===== src/rtl/audio_dma_chan.sv =====
module audio_dma_chan #(
  parameter int NDESC = 4,
  localparam int IW = (NDESC > 1) ? $clog2(NDESC) : 1
) (
  input  logic          clk,
  input  logic          rst_n,
  input  logic          reg_we,
  input  logic [1:0]    reg_addr,
  input  logic [31:0]   reg_wdata,
  output logic [31:0]   reg_rdata,
  input  logic          desc_we,
  input  logic [IW+1:0] desc_addr,
  input  logic [31:0]   desc_wdata,
  output logic          mem_req,
  output logic          mem_we,
  output logic [31:0]   mem_addr,
  output logic [1:0]    mem_size,
  output logic [63:0]   mem_wdata,
  input  logic [63:0]   mem_rdata,
  input  logic          mem_ready,
  input  logic          mem_err,
  input  logic          per_req,
  output logic          irq
);

  localparam logic [1:0]  A_MODE = 2'd0, A_STAT = 2'd1, A_LINK = 2'd2, A_CNT = 2'd3;
  localparam logic [31:0] MODE_KEEP = 32'h0000_0FFC;

  typedef enum logic [2:0] {S_IDLE, S_LOAD, S_WAIT, S_RD, S_WR, S_HALT} state_t;

  state_t      st;
  logic [31:0] dram [NDESC*4];
  logic [31:0] mode_q, src_q, dst_q, cnt_q, bleft_q;
  logic [IW-1:0] link_q, nxt_q;
  logic [63:0] data_q;
  logic        st_eos, st_te, st_pe;

  wire         dir_cap = mode_q[2];
  wire [1:0]   szc     = mode_q[4:3];
  wire         ext     = mode_q[5];
  wire [31:0]  nbytes  = 32'd1 << szc;
  wire [31:0]  lane    = (szc == 2'd0) ? 32'd3 : (szc == 2'd1) ? 32'd2 : 32'd0;
  wire [31:0]  d_src   = dram[{link_q, 2'd0}];
  wire [31:0]  d_dst   = dram[{link_q, 2'd1}];
  wire [31:0]  d_cnt   = dram[{link_q, 2'd2}];
  wire [31:0]  d_nxt   = dram[{link_q, 2'd3}];
  wire         d_bad   = (d_cnt == 32'd0) || ((d_cnt & (nbytes - 32'd1)) != 32'd0)
                         || (d_nxt >= 32'(NDESC));
  wire         mode_wr = reg_we && reg_addr == A_MODE;
  wire         abort_wr = mode_wr && reg_wdata[1];
  wire         busy    = st != S_IDLE && st != S_HALT;

  assign mem_req   = st == S_RD || st == S_WR;
  assign mem_we    = st == S_WR;
  assign mem_size  = szc;
  assign mem_wdata = data_q;
  assign mem_addr  = (st == S_WR) ? (dir_cap ? dst_q : dst_q + lane)
                                  : (dir_cap ? src_q + lane : src_q);
  assign irq = (st_eos && mode_q[6]) || ((st_te || st_pe) && mode_q[7]);

  always_comb begin
    case (reg_addr)
      A_MODE:  reg_rdata = mode_q;
      A_STAT:  reg_rdata = {28'd0, busy, st_pe, st_te, st_eos};
      A_LINK:  reg_rdata = 32'(link_q);
      default: reg_rdata = cnt_q;
    endcase
  end

  always_ff @(posedge clk) begin
    if (desc_we) dram[desc_addr] <= desc_wdata;
  end

  always_ff @(posedge clk or negedge rst_n) begin
    if (!rst_n) begin
      st      <= S_IDLE;
      mode_q  <= '0;
      src_q   <= '0;
      dst_q   <= '0;
      cnt_q   <= '0;
      bleft_q <= '0;
      link_q  <= '0;
      nxt_q   <= '0;
      data_q  <= '0;
      st_eos  <= 1'b0;
      st_te   <= 1'b0;
      st_pe   <= 1'b0;
    end else begin
      if (reg_we && reg_addr == A_STAT) begin
        if (reg_wdata[0]) st_eos <= 1'b0;
        if (reg_wdata[1]) st_te  <= 1'b0;
        if (reg_wdata[2]) st_pe  <= 1'b0;
      end
      case (st)
        S_IDLE: begin
          if (reg_we && reg_addr == A_LINK) link_q <= reg_wdata[IW-1:0];
          if (reg_we && reg_addr == A_CNT)  cnt_q  <= reg_wdata;
          if (mode_wr && !reg_wdata[1]) begin
            mode_q <= reg_wdata & MODE_KEEP;
            if (reg_wdata[5] && !mode_q[5] && cnt_q != 32'd0) begin
              st_pe <= 1'b1;
              st    <= S_HALT;
            end else if (reg_wdata[0]) begin
              st <= S_LOAD;
            end
          end
        end
        S_LOAD: begin
          if (d_bad) begin
            st_pe <= 1'b1;
            st    <= S_HALT;
          end else begin
            src_q <= d_src;
            dst_q <= d_dst;
            cnt_q <= d_cnt;
            nxt_q <= d_nxt[IW-1:0];
            st    <= ext ? S_WAIT : S_RD;
          end
        end
        S_WAIT: begin
          if (per_req) begin
            bleft_q <= 32'd1 << mode_q[11:8];
            st      <= S_RD;
          end
        end
        S_RD: begin
          if (mem_ready) begin
            if (mem_err) begin
              st_te <= 1'b1;
              st    <= S_HALT;
            end else begin
              data_q <= mem_rdata;
              st     <= S_WR;
            end
          end
        end
        S_WR: begin
          if (mem_ready) begin
            if (mem_err) begin
              st_te <= 1'b1;
              st    <= S_HALT;
            end else begin
              cnt_q   <= cnt_q - nbytes;
              bleft_q <= bleft_q - nbytes;
              if (dir_cap) dst_q <= dst_q + nbytes;
              else         src_q <= src_q + nbytes;
              if (cnt_q == nbytes) begin
                st_eos <= 1'b1;
                link_q <= nxt_q;
                st     <= S_LOAD;
              end else if (ext && bleft_q <= nbytes) begin
                st <= S_WAIT;
              end else begin
                st <= S_RD;
              end
            end
          end
        end
        default: ;
      endcase
      if (abort_wr) st <= S_IDLE;
    end
  end

  // a pending access keeps its address until accepted
  p_req_hold_r2: assert property (@(posedge clk) disable iff (!rst_n)
    (mem_req && !mem_ready && !abort_wr) |=> (mem_req && $stable(mem_addr) && $stable(mem_we)));

  p_eos_after_write_r5: assert property (@(posedge clk) disable iff (!rst_n)
    $rose(st_eos) |-> $past(mem_req && mem_we && mem_ready && !mem_err));

  p_wait_gate_r6: assert property (@(posedge clk) disable iff (!rst_n)
    (st == S_WAIT && !per_req) |=> !mem_req);

  p_err_halt_r8: assert property (@(posedge clk) disable iff (!rst_n)
    (mem_req && mem_ready && mem_err) |=> (!mem_req && st_te));

  p_abort_r9: assert property (@(posedge clk) disable iff (!rst_n)
    abort_wr |=> (!mem_req && !busy));

endmodule


===== config.mk =====
export PLATFORM = sky130hd
export DESIGN_NAME = audio_dma_chan
export DESIGN_NICKNAME = d
export VERILOG_FILES = /design/src/rtl/audio_dma_chan.sv
export SDC_FILE = /design/constraint.sdc
export NUM_CORES = 1
export LEC_CHECK = 0
export ABC_AREA = 1
export BUFFER_PORTS_ARGS = -buffer_cell sky130_fd_sc_hd__buf_2
export CORE_MARGIN = 2
export CORE_UTILIZATION = 35
export DETAILED_ROUTE_END_ITERATION = 8
export GPL_ROUTABILITY_DRIVEN = 0
export GPL_TIMING_DRIVEN = 0
export PLACE_DENSITY = 0.6
export SKIP_LAST_GASP = 1
export SYNTH_ARGS = -nofsm -noshare
export SYNTH_HDL_FRONTEND = slang
export SYNTH_SLANG_ARGS = --single-unit

===== constraint.sdc =====
create_clock -name clk -period 8.4 [get_ports clk]
set_clock_uncertainty 0.05 [all_clocks]
set_input_delay 1.68 -clock clk [delete_from_list [all_inputs] [get_ports clk]]
set_output_delay 1.68 -clock clk [all_outputs]
set_load 0.05 [all_outputs]

## Word level (Yosys, flattened, before mapping)

Memories as Yosys holds them, arrays and structs flattened.
Cells that the tools add are included.

| storage, ports and cells | value |
|---|---|
| flip-flop bits (word level) | 212 |
| bits in latches | 0 |
| bits in writable memories | 512 |
| bits in read-only memories | 0 |
| output and inout bits | 133 |
| logic and storage cells | 155 |
| memories | 1 |

| operators by class | value |
|---|---|
| add/subtract/negate cells | 7 |
| $mul | 0 |
| div/mod/pow operators | 0 |
| order comparisons | 2 |
| eq/ne operators | 24 |
| shift operators | 2 |
| mux-type cells | 63 |
| bitwise operators | 3 |
| reduce and logical (&&, ||, !) cells | 41 |

Memories:

| memory | depth | width | rd ports | clocked after Yosys merged registers in | write ports | line | RTL |
|---|---|---|---|---|---|---|---|
| dram | 16 | 32 | 4 | 0 | 1 | 32 | `logic [31:0] dram [NDESC*4];` |

Operator list:

| cell | number |
|---|---|
| two-way mux 32 bit | 18 |
| one-hot mux 32 bit (2 select lines) | 3 |
| one-hot mux 32 bit (3 select lines) | 2 |
| adder 32 x 2 -> 32 bit | 2 |
| adder 32 bit | 2 |
| nonzero test 32 bit | 2 |
| subtractor 32 bit | 2 |
| AND 32 bit | 1 |
| == test 32 bit | 1 |
| >= comparator 32 x 3 -> 1 bit (second input constant) | 1 |
| <= comparator 32 bit | 1 |
| zero test 32 bit | 1 |
| << shifter 1 x 2 -> 32 bit (first input constant) | 1 |
| << shifter 1 x 4 -> 32 bit (first input constant) | 1 |
| subtractor 32 x 1 -> 32 bit (second input constant) | 1 |
| two-way mux 3 bit | 9 |
| two-way mux 1 bit | 21 |
| AND reduction 5 bit | 4 |
| one-hot mux 3 bit (5 select lines) | 1 |
| two-way mux 2 bit | 7 |
| logical AND 1 bit | 12 |
| != test 2 bit (second input constant) | 6 |
| != test 3 bit (second input constant) | 4 |
| == test 3 x 2 -> 1 bit (second input constant) | 2 |
| other kinds (22) | 37 |

## Longest topological paths before layout

| depth | value |
|---|---|
| word-level depth | 9 |
| mapped depth | 19 |

## Least setup slack after synthesis

OpenSTA, ideal clock, no wires.

| timing | value |
|---|---|
| kind | register to output |
| start point | register mode_q[3] |
| end point | output mem_addr[16] |
| arrival | 3.612 ns |
| data required time | 6.670 ns |
| slack | 3.058 ns |
| cell stages (with the launch flop) | 16 |
| buffers on the path | 0 |
| cells stage by stage | dfrtp_1 -> inv_1 -> nor2_1 -> inv_1 -> ha_1 -> inv_1 -> fa_1 -> nand2_1 -> nor3_2 -> nand2_1 -> nor2_1 -> inv_1 -> nor2_1 -> nand2_1 -> xor2_1 -> o21ai_0 |

| on the way | value |
|---|---|
| cells in the longest elaborated chain, start to end | 6 |
| elaborated cells on any way between the ends | 9 |
| classes of those cells | add/sub: 2; eq/ne: 1; mux: 5; reduce/logical: 1 |

Ends and longest elaborated chain:

| what | line | RTL |
|---|---|---|
| from (decl) | 33 | `logic [31:0] mode_q, src_q, dst_q, cnt_q, bleft_q;` |
| from (signal assigned) | 99 | `mode_q <= reg_wdata & MODE_KEEP;` |
| == test 2 x 1 -> 1 bit | 42 | `wire [31:0] lane = (szc == 2'd0) ? 32'd3 : (szc == 2'd1) ? 32'd2 : 32'd0;` |
| two-way mux 2 bit | 42 |  |
| two-way mux 2 bit * | 42 |  |
| adder 32 x 2 -> 32 bit (on tied branches) | 58, 57 |  |
| two-way mux 32 bit (on tied branches) | 58, 57 |  |
| two-way mux 32 bit * | 57 | `assign mem_addr = (st == S_WR) ? (dir_cap ? dst_q : dst_q + lane)` |
| to (decl) | 16 | `output logic [31:0] mem_addr,` |

Mark *: on every way between the ends. The rest lies on a longest branch, timed or not.

## Final worst setup path

Ends and elaborated chain as after synthesis.

==> qor.json <==
{
  "power.static_leakage_nw": 16.4,
  "place_hpwl_um": 82900,
  "insertion_delay_ps": 650,
  "number_of_buffers_added_to_fix_hold_violations_after_cts": 0,
  "grt_max_degree": 78,
  "number_of_global_route_vias_before_repair": 26100,
  "antenna_found_initial": 16,
  "power.density_nw_per_um2": 362,
  "area.growth.synth_to_final_pct": 17.6,
  "maximum_achievable_frequency_mhz": 146,
  "die_area_um2": 100000,
  "worst_r2r_path_depth": 16,
  "hold_class": "flip-flop to flip-flop",
  "avgRoutedWirePerCell_um": 22.0,
  "yosys_register_bits": 724,
  "holdCritStartpoint": "src_q[31]",
  "clock-sinks": 724,
  "finalHoldViolations": 0,
  "fp.dieW_um": 317,
  "postSynthNetCount": 3720,
  "cts_setup_buffers": 0,
  "synth_async_reset_ratio_pct": 29.3,
  "first_iter_violations": 3396,
  "timing.final.max_slew_violations": 0,
  "met3_wirelength_um": 10300,
  "via_density_per_instance": 5.36,
  "grt_setup_unrepaired": "no",
  "post-route-period-util_pct": 81.6,
  "ys_dominant_reg_cell": "sky130_fd_sc_hd__edfxtp_1",
  "grt_use_total_pct": 22.5,
  "chipHeight_um": 317,
  "cap_violations": 0,
  "total_neg_setup_slack_ps": 0,
  "setup.reg_to_reg.worst_slack_ps": 4440,
  "maxSlewHeadroom_pct": 22.9,
  "timing.critical_path.from": "mode_q[3]",
  "route.detailed.drc": 0,
  "synth.avg_cell_area_um2": 9.65,
  "worst-slew-pin-transition_ps": 1140,
  "wirelength_um": 116000,
  "num_io_pins": 274,
  "drive_gt1_share_pct": 14.0,
  "preCtsSetupSlack_ps": 2240,
  "critical_path_class": "flip-flop to primary output",
  "path_max_fanout": 7,
  "row_count": 114,
  "cts_tree": "done",
  "synth.lib_cells_used.distinct": 49,
  "clock_tree.htree_level_count": 3,
  "required_ps": 6670,
  "synth_cells": 3553,
  "run_status": "complete, no violations",
  "initial_core_util_pct": 35.4,
  "peakVddDrop_v": 0.000189,
  "final_power_w": 0.0146,
  "worstPathArrival_ps": 5120,
  "cts_made_buffers": 80,
  "pnr_worst_setup_slack_ps": 1550,
  "place.port_buffers": 273,
  "top_layer": "met5",
  "clk_path_buf_depth": 3,
  "finalNetCount": 4089,
  "quantity_of_gates_resized_following_cts": 0,
  "worst_r2r_endpoint": "src_q[26]",
  "detail_route.wirelength.met1_um": 48200,
  "firstDrtPassIters": 6,
  "worst_setup_path_end": "mem_addr[16]",
  "clock_root_buffer_master": "sky130_fd_sc_hd__clkbuf_16",
  "global_route_wire_length_before_repair_um": 169000,
  "post_synth_instance_area_um2": 34300,
  "met2WireLength_um": 53200,
  "worst_setup_path_end_kind": "primary output",
  "timing.final.setup_violations": 0,
  "core_area_um2": 96900,
  "number_of_flops_mapped_to_enable_cells_by_yosys": 512,
  "reg2reg_from": "mode_q[3]",
  "grt_overflow": 0,
  "layout_min_cycle_time_ps": 6850,
  "startpoint_type": "flip-flop",
  "synth.yosys.seq_area_share_pct": 60.3,
  "yosys_warnings": 0,
  "route.antenna.remaining_nets": 0,
  "clock_transition_at_path_regs_ps": 60,
  "vias": 28300
}
==> cells in the mapped netlist (57+ instances only) <==
library cell | number | area share (%)
sky130_fd_sc_hd__nand2_1 | 963 | 11
sky130_fd_sc_hd__edfxtp_1 | 512 | 45
sky130_fd_sc_hd__nor2_1 | 421 | 4.6
sky130_fd_sc_hd__o21ai_0 | 242 | 3.5
sky130_fd_sc_hd__nand3_1 | 219 | 3.2
sky130_fd_sc_hd__dfrtp_1 | 212 | 15
sky130_fd_sc_hd__inv_1 | 203 | 2.2
sky130_fd_sc_hd__nand4_1 | 127 | 2.3
sky130_fd_sc_hd__clkbuf_1 | 91 | 1.0
sky130_fd_sc_hd__a21oi_1 | 74 | 1.1
sky130_fd_sc_hd__o22ai_1 | 73 | 1.3
sky130_fd_sc_hd__nor3_1 | 65 | 0.95
sky130_fd_sc_hd__mux2_2 | 64 | 2.1
sky130_fd_sc_hd__xor2_1 | 57 | 1.5
==> worst max-delay path, stage by stage (launching register included) <==
cell and delay (ps):
sky130_fd_sc_hd__dfrtp_1 460, sky130_fd_sc_hd__inv_1 140, sky130_fd_sc_hd__nor2_1 440, sky130_fd_sc_hd__inv_1 370
sky130_fd_sc_hd__ha_1 300, sky130_fd_sc_hd__inv_1 150, sky130_fd_sc_hd__fa_1 210, sky130_fd_sc_hd__nand2_1 100
sky130_fd_sc_hd__nor3_2 430, sky130_fd_sc_hd__nand2_1 220, sky130_fd_sc_hd__nor2_1 310, sky130_fd_sc_hd__inv_1 70
sky130_fd_sc_hd__nor2_1 270, sky130_fd_sc_hd__nand2_1 110, sky130_fd_sc_hd__xor2_1 170, sky130_fd_sc_hd__o21ai_0 350
sky130_fd_sc_hd__buf_2 340
==> power breakdown <==
group	internal, W	switching, W
clock	0.00200	0.00150
combinational	0.00170	0.00467
sequential	0.00429	0.000443
total	0.00799	0.00662
==> flip-flops by register name, summed over array words and instances (netlist names) <==
register   count
st_pe          1
mode_q        10
st             3
st_te          1
dst_q         32
nxt_q          2
src_q         32
mem_wdata     64
link_q         2
cnt_q         32
dram         512
bleft_q       32
st_eos         1
==> cell type report <==
class	instances	area (µm²)
fillers	9391	56500
flip-flops and latches	724	20700
multi-input cells	2457	12200
clock buffers	100	2130
repair buffers	287	1700
well taps	1276	1600
plain buffers	165	781
inverters	207	779
clock inverters	47	485
diodes	6	15.0
==> cell usage in the layout, fill, tap and decap left out, drive strengths merged, types with 4 or more instances in the layout <==
cell and n:
o211ai 21, diode 6, bufinv 6, a21oi 74
nor2 423, fa 6, inv 208, nand3 221
nor4 9, nand3b 12, mux2 64, buf 361
clkbuf 191, o21ai 243, dfrtp 212, nand2 964
or2 6, o221ai 7, o22ai 73, ha 20
xor2 57, nor3 66, a211oi 5, a31oi 9
a32o 7, nand4 127, edfxtp 512, o31ai 4
clkinv 37, xnor2 21, mux2i 4
==> cell families after synthesis <==
| family | synth area share [%] |
|---|---|
| xor gates and xnor gates | 1.99 |
| and+or+nand+nor | 22.5 |
| AOI/OAI and AO/OA | 7.34 |
| muxes | 2.22 |
| adders and majority gates | 1.08 |
| buffers and inverters | 4.55 |
| DFF | 60.3 |
==> per-layer routing <==
| metal | global-route usage (%) | up-vias |
|---|---|---|
| met5 | 0 | - |
| met4 | 7.72 | 8 |
| met3 | 3.44 | 240 |
| met2 | 35.4 | 1334 |
| met1 | 31.7 | 13700 |
| li1 | - | 13000 |
==> how the worst min path moves through the flow <==
stage | end | slack [ps] | depth (start not counted)
global placement | src_q[31] | 410 | 2
finish | src_q[31] | 420 | 2
floorplan | src_q[31] | 390 | 2
CTS | src_q[31] | 420 | 2
global route | mem_wdata[61] | 460 | 1
detailed placement | src_q[31] | 410 | 2
==> stage by stage <==
step	std cells	utilization, %	area, µm²	hold WS [ps]
6_report	5269	41.6	40300	422
3_3_place_gp	5102	38.4	37200	405
2_1_floorplan	3553	-	34300	392
3_5_place_dp	5116	38.9	37700	408
4_1_cts	5263	41.6	40300	424
5_1_grt	5264	41.6	40300	459
Note: power is estimated with default switching activity, not from simulation.
